`src/rtl/ozo_crc_pkg.sv`:
```
`timescale 1ns/1ps
package ozo_crc_pkg;

  typedef enum logic [1:0] {
    ST_IDLE   = 2'd0,
    ST_FOLD   = 2'd1,
    ST_REDUCE = 2'd2
  } ozo_state_e;

endpackage

```
`src/rtl/ozo_fold_ctrl.sv`:
```
`timescale 1ns/1ps
module ozo_fold_ctrl
  import ozo_crc_pkg::*;
#(
  parameter int NSEG = 8,
  parameter int K    = 8
) (
  input  logic clk,
  input  logic rst_n,
  input  logic start,
  input  logic phase,
  output logic load,
  output logic fold_en,
  output logic red_en,
  output logic finish,
  output logic busy
);

  localparam int FW = $clog2(NSEG + 1);
  localparam int CW = $clog2(K + 1);
  localparam logic [FW-1:0] FOLDS = FW'(NSEG - 1);
  localparam logic [CW-1:0] BITS  = CW'(K);

  ozo_state_e    state_q, state_d;
  logic [FW-1:0] fold_q, fold_d;
  logic [CW-1:0] bit_q, bit_d;

  always_comb begin
    state_d = state_q;
    fold_d  = fold_q;
    bit_d   = bit_q;
    load    = 1'b0;
    fold_en = 1'b0;
    red_en  = 1'b0;
    finish  = 1'b0;
    unique case (state_q)
      ST_IDLE: begin
        if (start) begin
          load    = 1'b1;
          fold_d  = FOLDS;
          bit_d   = BITS;
          state_d = (NSEG > 1) ? ST_FOLD : ST_REDUCE;
        end
      end
      ST_FOLD: begin
        fold_en = 1'b1;
        if (phase) begin
          fold_d = fold_q - 1'b1;
          if (fold_q == FW'(1)) state_d = ST_REDUCE;
        end
      end
      ST_REDUCE: begin
        red_en = 1'b1;
        bit_d  = bit_q - 1'b1;
        if (bit_q == CW'(1)) begin
          finish  = 1'b1;
          state_d = ST_IDLE;
        end
      end
      default: state_d = ST_IDLE;
    endcase
  end

  always_ff @(posedge clk or negedge rst_n) begin
    if (!rst_n) begin
      state_q <= ST_IDLE;
      fold_q  <= '0;
      bit_q   <= '0;
    end else begin
      state_q <= state_d;
      fold_q  <= fold_d;
      bit_q   <= bit_d;
    end
  end

  assign busy = (state_q != ST_IDLE);

endmodule

```
`src/rtl/ozo_fold_unit.sv`:
```
`timescale 1ns/1ps
module ozo_fold_unit #(
  parameter int K    = 8,
  parameter int NSEG = 8
) (
  input  logic            clk,
  input  logic            rst_n,
  input  logic            load,
  input  logic            fold_en,
  input  logic            shl_en,
  input  logic [NSEG*K-1:0] div_pad,
  output logic            phase,
  output logic            s_msb
);

  localparam int W  = NSEG * K;
  localparam int RW = (NSEG > 1) ? (NSEG - 1) * K : K;

  logic [K-1:0]  s_q, s_d;
  logic [RW-1:0] r_q, r_d, r_nx, r_init;
  logic          ph_q, ph_d;

  // Lower segments go to the remainder register; a single-segment
  // dividend leaves it empty.
  if (NSEG > 1) begin : g_rload
    assign r_init = div_pad[RW-1:0];
  end else begin : g_rzero
    assign r_init = '0;
  end

  // Per-bit path: phase 0 merges the fold segment into the top slice,
  // phase 1 moves every bit up by one segment.
  for (genvar i = 0; i < RW; i++) begin : g_rbit
    logic xor_v, shf_v;
    if (i >= RW - K) begin : g_top
      assign xor_v = r_q[i] ^ s_q[i-(RW-K)];
    end else begin : g_low
      assign xor_v = r_q[i];
    end
    if (i >= K) begin : g_up
      assign shf_v = r_q[i-K];
    end else begin : g_fill
      assign shf_v = 1'b0;
    end
    assign r_nx[i] = ph_q ? shf_v : xor_v;
  end

  always_comb begin
    r_d  = r_q;
    s_d  = s_q;
    ph_d = ph_q;
    if (load) begin
      r_d  = r_init;
      s_d  = div_pad[W-1 -: K];
      ph_d = 1'b0;
    end else if (fold_en) begin
      r_d  = r_nx;
      ph_d = ~ph_q;
      if (ph_q) s_d = r_q[RW-1 -: K];
    end else if (shl_en) begin
      s_d = s_q << 1;
    end
  end

  always_ff @(posedge clk or negedge rst_n) begin
    if (!rst_n) begin
      r_q  <= '0;
      s_q  <= '0;
      ph_q <= 1'b0;
    end else begin
      r_q  <= r_d;
      s_q  <= s_d;
      ph_q <= ph_d;
    end
  end

  assign phase = ph_q;
  assign s_msb = s_q[K-1];

endmodule

```
`src/rtl/ozo_serial_reduce.sv`:
```
`timescale 1ns/1ps
module ozo_serial_reduce #(
  parameter int              GDEG  = 3,
  parameter logic [GDEG:0]   GPOLY = 4'b1111
) (
  input  logic            clk,
  input  logic            rst_n,
  input  logic            clr,
  input  logic            step_en,
  input  logic            bit_in,
  output logic [GDEG-1:0] rem_step
);

  logic [GDEG-1:0] rem_q;
  logic [GDEG:0]   ext;

  // One long-division step: bring down a bit, subtract G if the
  // degree reaches that of G.
  always_comb begin
    ext = {rem_q, bit_in};
    if (ext[GDEG]) ext = ext ^ GPOLY;
    rem_step = ext[GDEG-1:0];
  end

  always_ff @(posedge clk or negedge rst_n) begin
    if (!rst_n) begin
      rem_q <= '0;
    end else if (clr) begin
      rem_q <= '0;
    end else if (step_en) begin
      rem_q <= rem_step;
    end
  end

endmodule

```
`src/rtl/ozo_fold_crc.sv`:
```
`timescale 1ns/1ps
module ozo_fold_crc
  import ozo_crc_pkg::*;
#(
  parameter int            N     = 60,
  parameter int            K     = 8,
  parameter int            GDEG  = 3,
  parameter logic [GDEG:0] GPOLY = 4'b1111
) (
  input  logic            clk,
  input  logic            rst_n,
  input  logic            start,
  input  logic [N-1:0]    dividend,
  output logic            busy,
  output logic            done,
  output logic [GDEG-1:0] residue
);

  localparam int NSEG = (N + K - 1) / K;
  localparam int W    = NSEG * K;

  // x^K + 1 mod G must vanish for folding to preserve the remainder.
  function automatic logic gen_divides_ozo();
    logic [GDEG-1:0] r;
    logic [GDEG:0]   e;
    r = '0;
    for (int i = K; i >= 0; i--) begin
      e = {r, (i == K) || (i == 0)};
      if (e[GDEG]) e = e ^ GPOLY;
      r = e[GDEG-1:0];
    end
    return (r == '0);
  endfunction

  localparam logic GEN_OK = gen_divides_ozo();

  if (!GEN_OK) begin : g_bad_generator
    $error("generator does not divide x^K+1 for the chosen segment width");
  end

  logic [1:0]      rs_q;
  logic            rst_int_n;
  logic            load, fold_en, red_en, finish, phase, s_msb;
  logic [GDEG-1:0] rem_step;
  logic [W-1:0]    div_pad;
  logic            done_q, done_d;
  logic [GDEG-1:0] res_q, res_d;

  always_ff @(posedge clk or negedge rst_n) begin
    if (!rst_n) rs_q <= 2'b00;
    else        rs_q <= {rs_q[0], 1'b1};
  end
  assign rst_int_n = rs_q[1];

  assign div_pad = W'(dividend);

  ozo_fold_ctrl #(.NSEG(NSEG), .K(K)) u_ctrl (
    .clk     (clk),
    .rst_n   (rst_int_n),
    .start   (start),
    .phase   (phase),
    .load    (load),
    .fold_en (fold_en),
    .red_en  (red_en),
    .finish  (finish),
    .busy    (busy)
  );

  ozo_fold_unit #(.K(K), .NSEG(NSEG)) u_fold (
    .clk     (clk),
    .rst_n   (rst_int_n),
    .load    (load),
    .fold_en (fold_en),
    .shl_en  (red_en),
    .div_pad (div_pad),
    .phase   (phase),
    .s_msb   (s_msb)
  );

  ozo_serial_reduce #(.GDEG(GDEG), .GPOLY(GPOLY)) u_reduce (
    .clk      (clk),
    .rst_n    (rst_int_n),
    .clr      (load),
    .step_en  (red_en),
    .bit_in   (s_msb),
    .rem_step (rem_step)
  );

  always_comb begin
    done_d = finish;
    res_d  = finish ? rem_step : res_q;
  end

  always_ff @(posedge clk or negedge rst_int_n) begin
    if (!rst_int_n) begin
      done_q <= 1'b0;
      res_q  <= '0;
    end else begin
      done_q <= done_d;
      res_q  <= res_d;
    end
  end

  assign done    = done_q;
  assign residue = res_q;

endmodule

```
`config.mk`:
```
export PLATFORM = sky130hd
export DESIGN_NAME = ozo_fold_crc
export DESIGN_NICKNAME = d
export VERILOG_FILES = /design/src/rtl/ozo_crc_pkg.sv /design/src/rtl/ozo_fold_ctrl.sv /design/src/rtl/ozo_fold_unit.sv /design/src/rtl/ozo_serial_reduce.sv /design/src/rtl/ozo_fold_crc.sv
export SDC_FILE = /design/constraint.sdc
export NUM_CORES = 1
export LEC_CHECK = 0
export BUFFER_PORTS_ARGS = -buffer_cell sky130_fd_sc_hd__buf_2
export CELL_PAD_IN_SITES_DETAIL_PLACEMENT = 0
export CELL_PAD_IN_SITES_GLOBAL_PLACEMENT = 2
export CORE_MARGIN = 1
export CORE_UTILIZATION = 30
export CTS_BUF_LIST = sky130_fd_sc_hd__clkbuf_16
export DETAILED_ROUTE_END_ITERATION = 8
export HOLD_SLACK_MARGIN = 0.08
export PLACE_DENSITY = 0.73
export SYNTH_ARGS = -nofsm -noshare
export SYNTH_HDL_FRONTEND = slang
export SYNTH_SLANG_ARGS = --single-unit
```
`constraint.sdc`:
```
create_clock -name clk -period 6.36 [get_ports clk]
set_clock_uncertainty 0.1 [all_clocks]
set_input_delay 0.636 -clock clk [delete_from_list [all_inputs] [get_ports clk]]
set_output_delay 0.636 -clock clk [all_outputs]
set_load 0.005 [all_outputs]
```
Word-level counts from Yosys, hierarchy flattened
Cells that the tools add are included.

Register bits: 84. Bits of input ports: 63. Output and inout bits: 5.

Add/sub/neg operators: 2. Eq/ne operators: 9. Muxes and demuxes: 76. Bitwise logic cells: 10. Reduce and logical (&&, ||, !) cells: 13.

Operators by type and width (number): $mux W56 (2); $mux W1 (57); $mux W8 (4); $pmux W4 S2 (2); $mux W4 (3); $reduce_bool A2 Y1 (6); $mux W3 (3); $eq A4 B1 Y1 const B (2); $mux W2 (4); $sub A4 B1 Y4 const B (2); $xor A1 B1 Y1 (8); $ne A2 B1 Y1 const B (3); $pmux W2 S3 (1); $reduce_and A2 Y1 (3); $reduce_and A4 Y1 (1); $ne A3 B2 Y1 const B (1); $not A3 Y3 (1); $reduce_and A3 Y1 (1); $reduce_bool A3 Y1 (1); $eq A2 B1 Y1 const B (1); $eq A2 B2 Y1 const B (1); $logic_not A2 Y1 (1); $ne A2 B2 Y1 const B (1); $not A1 Y1 (1).

Longest topological paths before layout
Gate-level depths: netlist (run 1).

Word-level depth: 5. Mapped depth: 9.

Cells and area by module
From an unflattened synthesis (run 1), not the netlist that was laid out.

Cell total of the unflattened synthesis: 396. Area total of the unflattened synthesis: 4108.9 µm².

By module, submodules not included: ozo_fold_unit (instances 1, cells an instance 309, area an instance 3150.5 µm²); ozo_fold_ctrl (instances 1, cells an instance 61, area an instance 613.1 µm²); ozo_fold_crc (instances 1, cells an instance 11, area an instance 191.4 µm²); ozo_serial_reduce (instances 1, cells an instance 15, area an instance 153.9 µm²).

Least setup slack after synthesis (run 1)
Ideal clock, no wire load.

Path type: register -> register. Start point: register u_ctrl.state_q[0]. End point: register u_ctrl.state_q[0]. Arrival time: 1.584 ns. Required time: 6.132 ns. Path slack: 4.548 ns. Cell stages (with the launch flop): 8. Buffers on the path: 1. Cell sequence: dfrtp_1 inv_1 ha_1 nand2b_1 clkbuf_1 o211ai_1 a21oi_1 mux2_1.

Longest elaborated chain between the ends: 3. Elaborated cells between the ends (all ways): 9.

RTL lines: start, declared (line ozo_fold_ctrl.sv:24) `ozo_state_e state_q, state_d;`; start signal, assigned (line ozo_fold_ctrl.sv:70) `state_q <= state_d;`; $eq A2 B2 Y1, or another cell as far along (line ozo_fold_ctrl.sv:36) `unique case (state_q)`; $ne A2 B1 Y1 (no source line) or $ne A2 B2 Y1 (tied branches); $reduce_and A4 Y1 (no source line).

Parallel ways exist; a longest one is shown, timed or not. A chain may end at the register's enable or synchronous reset.

Worst setup path after layout (run 1)
Start point: register u_ctrl.state_q[0]. End point: register u_fold.r_q[18].

Longest elaborated chain between the ends: 4. Elaborated cells between the ends (all ways): 8.

RTL lines: $eq A2 B1 Y1 or $logic_not A2 Y1 (tied branches) (line ozo_fold_ctrl.sv:36); $mux W1 (line ozo_fold_ctrl.sv:36); $reduce_bool A2 Y1 (no source line); $reduce_and A2 Y1 (no source line); end signal, assigned (line ozo_fold_unit.sv:71) `r_q <= r_d;`; end, declared (line ozo_fold_unit.sv:20) `logic [RW-1:0] r_q, r_d, r_nx, r_init;`.

Parallel ways exist; a longest one is shown, timed or not.

==> results of run 1 <==
stage by stage:
step / util, % / setup slack, ns
2_1_floorplan: - / 3.75
3_3_place_gp: 34.3 / 3.60
3_5_place_dp: 34.3 / 3.53
4_1_cts: 36.6 / 3.51
5_1_grt: 36.6 / 3.23
6_report: 36.6 / 3.56
worst min-delay path by stage:
stage	start	end	depth (start not counted)
after CTS	rs_q[1]	u_ctrl.bit_q[2]	0
after global placement	rs_q[1]	u_ctrl.bit_q[2]	0
after detailed placement	rs_q[1]	u_ctrl.bit_q[2]	0
after floorplan	rs_q[0]	rs_q[1]	0
after global routing	rs_q[1]	u_ctrl.bit_q[2]	0
final	rs_q[1]	u_ctrl.bit_q[2]	0
cells in the final DEF, fill, tap and decap left out, types with 10 or more instances in the layout:
master	synthesis	routed
a21oi_1	16	16
a22o_1	10	10
buf_2	14	67
dfrtp_1	84	83
inv_1	10	11
mux2i_1	47	47
nand2_1	62	61
nand2b_1	10	10
nor2_1	33	33
o21ai_0	58	58
worst register-to-register path, cell delays in order (launching register included):
cell and delay (ns):
dfrtp_1 0.39, inv_1 0.09, ha_1 0.28, and2_1 0.19
buf_4 0.25, a21oi_4 0.65, buf_4 0.53, o21ai_0 0.18
report_power, final:
group          internal, W  total [W]  switching (W)
clock             0.000299   0.000508       0.000209
sequential        0.000740   0.000893       0.000153
combinational     0.000343   0.000816       0.000473
total              0.00138    0.00222       0.000835
logic make-up after synthesis:
kind of cell    Yosys count
simple gates            120
compound gates          111
flops                    84
mux                      48
buf+inv                  37
fa+ha+maj                 9
xor+xnor                  5
other cells               1
final cells by class:
class	instances	share of cell area (%)
repair buffers	73	7.88
clock inverters	7	1.24
inverters	10	0.772
clock buffers	9	4.63
well taps	176	4.53
flip-flops and latches	84	43.3
multi-input cells	294	37.6
routing by layer:
metal / GRT usage, % / vias to the layer above
met5: 0 / -
met4: 4.03 / 0
met3: 4.41 / 10
met2: 21.3 / 63
met1: 19.1 / 1408
li1: - / 1553
flip-flops by register name, summed over array words and instances, names as in the netlist:
register        count
done                1
residue             3
rs_q                2
u_ctrl.bit_q        4
u_ctrl.fold_q       4
u_ctrl.state_q      2
u_fold.phase        1
u_fold.r_q         56
u_fold.s_q          8
u_reduce.rem_q      3
repair_timing:
action / 4_1_cts / 5_1_grt
setup buffers: 0 / 0
endpoints found under the hold margin: 2 / 0
hold buffers: 1 / 0
resized for setup: 0 / 0
==> qor.txt, run 1 <==
Clk root buf -> clkbuf_16
R2r worst-path depth -> 7
Sequential area share after synthesis -> 51.1%
Synth Instances -> 415
Worst Setup EP -> u_fold.r_q[18]
Placed insts -> 636
Vias in the first global route -> 3,033
Largest net degree at the start of global routing -> 71
DRC viols -> 0
Fmax -> 0.357 GHz
Total Wirelength -> 9180 um
Final GP Congestion -> 0.717
Final Cell Area -> 0.00486 mm^2
Critical Path Slowest Stage Cell -> a21oi_4
Post-DP HPWL -> 6090 um
Status -> completed
Core Box Area -> 0.0133 mm^2
RSZ-0062 raised after global routing -> false
Vias -> 3,034
Post-Synth XOR/XNOR Area -> 1.06%
WL met3 -> 370 um
Fillcell total -> 1,344
Non-filler cells, final -> 653
Met1 wire length -> 4540 um
Nets -> 544
Worst VDD drop -> 0.192 mV
CTS tree -> done
ANT cells -> 0
Post-synth top area cell -> dfrtp_1
LEAKAGE -> 2.37 nW
Synthesized area -> 0.00411 mm^2
Multi-input combinational cell area -> 0.00183 mm^2
FF+latch count, synth -> 84
Initial DRC count -> 110
Simple-gate share of the synthesized area -> 12.5%
Worst reg2reg path endpoint -> u_fold.r_q[18]
Syn_nets -> 487
Die Wd -> 119 um
Endpoints failing setup -> 0
Largest family of logic cells by synthesized area -> compound AO/OA/AOI/OAI gates
Most frequent cell after synthesis -> dfrtp_1
Unique cell type count in the Yosys netlist -> 38
Max_cap viols -> 0
Mux share of post-synthesis cell area -> 11.7%
P&R area growth vs syn -> 18.1%
Clk sink count -> 84
Startpoint types -> flip-flop
Total number of cells along the worst setup path -> 7
Fin. max-slew vios -> 0
HP Class -> reg2async
Power per cell area -> 456 mW/mm^2
IO Port Bufs -> 67
Max Buffers Root-to-Sink -> 2
WS Path Type -> reg2reg
Pre-Repair DR Iteration Count -> 4
Setup tns final -> 0 ns
CP required -> 6.46 ns
Clock slew at reported path FFs -> 0.06 ns
First-pass GRT wire length -> 15,600 um
Delay-heaviest family, CP -> buffers and inverters
Post-detailed-route count of antenna-violating nets -> 0
Fin crit period -> 2.80 ns
Total GRT Usage -> 14.0%
Most Frequent Cell on Critical Path -> buf_4
Area contributors post-synth -> dfrtp_1, mux2i_1, o21ai_0
Max_slew headroom -> 38.5%
Worst slew pin tran -> 0.922 ns
EDFF count, synth -> 0
DR top layer -> met4
Top cell type's share of synthesized area -> 51.1%
Period utilization -> 44.1%
Layout cell share with drive strength beyond 1 -> 19.5%
Min Hold Slack -> 0.0687 ns
CP arrival -> 2.90 ns
Register-to-Register Setup Slack -> 3.56 ns
CP Capture Type -> flip-flop
Ys flop type -> dfrtp_1
Critical path buffer and inverter count -> 3
Die height -> 119 um
Mean Syn Cell Area -> 9.91 um^2
Reg2reg start -> u_ctrl.state_q[0]
DR WL met2 -> 4170 um
Wire per inst -> 14.1 um
Post-Synth Adder-Cell Area -> 2.74%
Crit-path max FO -> 53
CTS Buf Count -> 9
H-tree depth -> 3
Starting Density -> 30.9%
Critical-path cell list -> inv_1 -> ha_1 -> and2_1 -> buf_4 -> a21oi_4 -> buf_4 -> o21ai_0
Delay of the slowest critical-path stage -> 0.64 ns
Storage cell area -> 0.00211 mm^2
Hold Fails Final Rpt -> 0
Pwr Total -> 0.00222 W
Antenna violations before repair -> 0
CP Launch Point -> u_ctrl.state_q[0]
FFs w/ async S/R, synth -> 100%
Die area -> 0.0142 mm^2
Worst-Skew Late Latency -> 0.34 ns
Synth Area in Compound Gates -> 16.2%
Placement Cell Area -> 0.00456 mm^2
IO Count -> 68
Gr ovfl total -> 0
Commonest cells in the synthesized netlist -> dfrtp_1, nand2_1, o21ai_0, mux2i_1, nor2_1
Row cnt -> 42
Vias per Instance -> 4.65
Ys Warns -> 0
No activity file was read; power rests on OpenSTA's default activity.
==> run 2, diff against run 1 <==
ABC_AREA = 1   (was default)
PLACE_DENSITY = 0.8   (was 0.73)
clock period = 2.4 ns   (was 6.36 ns; I/O delays follow)
==> run 2 against run 1 <==
- critical path depth stayed put
- flip-flop and latch count stayed put
- core utilization is 3.4 points higher
- fmax is 39% higher
- critical path type unchanged
==> qor.txt, run 2 <==
CTS Buf Count -> 9 (unchanged)
Fillcell total -> 1,437 (+6.9%)
RSZ-0062 raised after global routing -> false
Max reg flops -> 56 (unchanged)
Layout cell share with drive strength beyond 1 -> 16.2% (-3.3 points)
IO Port Bufs -> 67 (unchanged)
Storage cell area -> 0.00211 mm^2 (unchanged)
Pre-Repair DR Iteration Count -> 5 (+1)
Critical Path Slowest Stage Cell -> dfrtp_1
Vias -> 3,719 (+23%)
Endpoints failing setup -> 0 (unchanged)
Largest registers -> u_fold.r_q x56, u_fold.s_q x8
Ys Warns -> 0 (unchanged)
Period utilization -> 84.2% (+40 points)
CP arrival -> 2.15 ns (-0.75 ns)
Crit-path max FO -> 38 (-28%)
Status -> completed
Antenna violations before repair -> 0 (unchanged)
Clk sink count -> 84 (unchanged)
Die area -> 0.0147 mm^2 (+3.6%)
Clk root buf -> clkbuf_16
Met1 Usage GRT -> 20.3% (+1.2 points)
Max Buffers Root-to-Sink -> 2 (unchanged)
Critical-path cell list -> inv_1 -> ha_1 -> nand2_4 -> buf_4 -> o21ai_0 -> o21ai_1 -> o21ai_0
Mean Syn Cell Area -> 8.17 um^2 (-18%)
Fin. max-slew vios -> 0 (unchanged)
Fin crit period -> 2.02 ns (-0.783 ns)
LEAKAGE -> 2.74 nW (+16%)
Startpoint types -> flip-flop
Commonest non-fill, non-tap cells in the layout -> nand2_1, o21ai_0, dfrtp_1
Wire per inst -> 12.7 um (-9.5%)
Syn_nets -> 594 (+22%)
Vias per Instance -> 4.53 (-2.5%)
Largest reg by FF count -> u_fold.r_q
Global routing's busiest layer -> met2
Most frequent cell after synthesis -> nand2_1
Worst-Skew Late Latency -> 0.34 ns (about the same)
Nets -> 708 (+30%)
Post-detailed-route count of antenna-violating nets -> 0 (unchanged)
Ys flop type -> dfrtp_1
Gr ovfl total -> 0 (unchanged)
Final Worst Setup Slack -> 0.378 ns (-3.18 ns)
Final GP Congestion -> 0.724 (+0.96%)
Most common cell after layout, fill and taps aside -> nand2_1
Largest net degree at the start of global routing -> 44 (-38%)
DRC viols -> 0 (unchanged)
IO Count -> 68 (unchanged)
Non-filler cells, final -> 821 (+26%)
Worst VDD drop -> 0.618 mV (+220%)
Delay of the slowest critical-path stage -> 0.40 ns (-0.24 ns)
Max_cap viols -> 0 (unchanged)
HP Class -> in2reg
EDFF count, synth -> 0 (unchanged)
Multi-input combinational cell area -> 0.00166 mm^2 (-9.0%)
Most Frequent Cell on Critical Path -> o21ai_0
First-pass GRT wire length -> 17,500 um (+12%)
Hold Fails Final Rpt -> 0 (unchanged)
Power per cell area -> 1260 mW/mm^2 (+180%)
WS Path Type -> reg2reg
Met3 Use GR -> 3.90% (-0.51 points)
Die Wd -> 121 um (+1.8%)
CP Capture Type -> flip-flop
Core Box Area -> 0.0139 mm^2 (+4.4%)
H-tree depth -> 3 (unchanged)
ANT cells -> 0 (unchanged)
Synth Instances -> 522 (+26%)
Placed insts -> 756 (+19%)
# resized after CTS -> 0 (unchanged)
Worst slew pin tran -> 0.573 ns (-0.349 ns)
Vias in the first global route -> 3,618 (+19%)
Post-synth top area cell -> dfrtp_1
Post-DP HPWL -> 7150 um (+17%)
Worst slack at placement -> 0.400 ns (-3.13 ns)
Total Wirelength -> 10,400 um (+14%)
Row cnt -> 43 (+2.4%)
Total GRT Usage -> 15.5% (+1.5 points)
Area contributors post-synth -> dfrtp_1, o21ai_0, nand2_1
CP required -> 2.53 ns (-3.93 ns)
Starting Density -> 30.7% (-0.21 points)
P&R area growth vs syn -> 30.0%
Max_slew headroom -> 61.8% (+23 points)
Die height -> 121 um (+1.8%)
CTS tree -> done
Unique cell type count in the Yosys netlist -> 28 (-26%)
Synthesized area -> 0.00427 mm^2 (+3.7%)
FFs w/ async S/R, synth -> 100% (unchanged)
Initial DRC count -> 185 (+68%)
Setup tns final -> 0 ns (unchanged)
Clock slew at reported path FFs -> 0.07 ns (about the same)
Sequential area share after synthesis -> 49.3% (-1.8 points)
Top cell type's share of synthesized area -> 49.3% (-1.8 points)
Commonest cells in the synthesized netlist -> nand2_1, o21ai_0, dfrtp_1, inv_1, o21ai_1
Fmax -> 0.495 GHz (+39%)
FF+latch count, synth -> 84 (unchanged)
M2 GR Usage -> 25.3% (+3.9 points)
[run 2: cell types whose count changed after synthesis, moves of 13 or more]
cell,before,now
nand3_1,5,23
nand2_1,62,120
nor2_1,33,4
mux2i_1,47,0
a21oi_1,16,3
o21ai_0,58,105
inv_1,10,79
o21ai_1,6,40
[run 2: path summary, 6_finish.rpt]
kind,start,endpoint,slack (ns),depth (start not counted)
setup / recovery,u_ctrl.state_q[0],u_fold.r_q[32],0.38,7
hold / removal,dividend[45],u_fold.r_q[45],0.09,3
setup reg to reg,u_ctrl.state_q[0],u_fold.r_q[32],0.38,7
hold reg to reg,rs_q[1],u_fold.r_q[5],0.23,0
max in group asynchronous,rs_q[1],u_fold.s_q[0],1.34,1
min in group asynchronous,rst_n,rs_q[1],0.11,2
[run 2: where the power goes]
group	internal, W	switching (W)
combinational	0.00113	0.00196
sequential	0.00207	0.000318
clock	0.000908	0.000580
[run 2: layer usage]
layer | share of wire [%] | wire (um)
met1 | 48 | 5030
met2 | 47 | 4860
met3 | 4.2 | 442
met4 | 1.0 | 108
met5 | 0 | 0
[run 2: worst max-delay path, delay by kind of cell (launching register included)]
| kind | cells | cell delay [ns] |
|---|---|---|
| compound gates | 3 | 0.35 |
| fa+ha+maj | 1 | 0.29 |
| buf+inv | 2 | 0.48 |
| simple gates | 1 | 0.27 |
| flops | 1 | 0.40 |
[run 2: area by class of cell]
cell class                 instances  area share, %
clock inverter                     7           1.65
clock buffer                       9           4.06
multi-input combinational        333           30.0
timing repair buffer             127           16.8
inverter                          81           5.48
sequential                        84           38.0
tap                              180           4.06
[run 2: through the flow]
stage	utilization, %	cell area [um^2]	hold WS [ns]	power, W
global route	40.0	5550	0.118	0.00770
CTS	40.0	5550	0.0849	0.00707
floorplan	-	4270	-0.156	0.00480
finish	40.0	5550	0.0878	0.00697
global placement	34.2	4740	-0.0749	0.00543
detailed placement	34.2	4740	-0.0742	0.00549
[run 2: cells by family (layout without fill, tap and decap cells)]
group,count (synthesis),in the layout,share of synthesized area (%)
AOI/OAI and AO/OA,158,158,19.4
other,1,1,0.0879
buffers and inverters,105,224,11.8
and+or+nand+nor,158,158,15.4
xor gates and xnor gates,7,7,1.44
DFF,84,84,49.3
adders and majority gates,9,9,2.64
[run 2: repair_timing]
action / in CTS / in global routing
buffers inserted: 0 / 0
endpoints found under the hold margin: 50 / 0
setup endpoints to repair: 0 / 0
hold buffers: 49 / 0
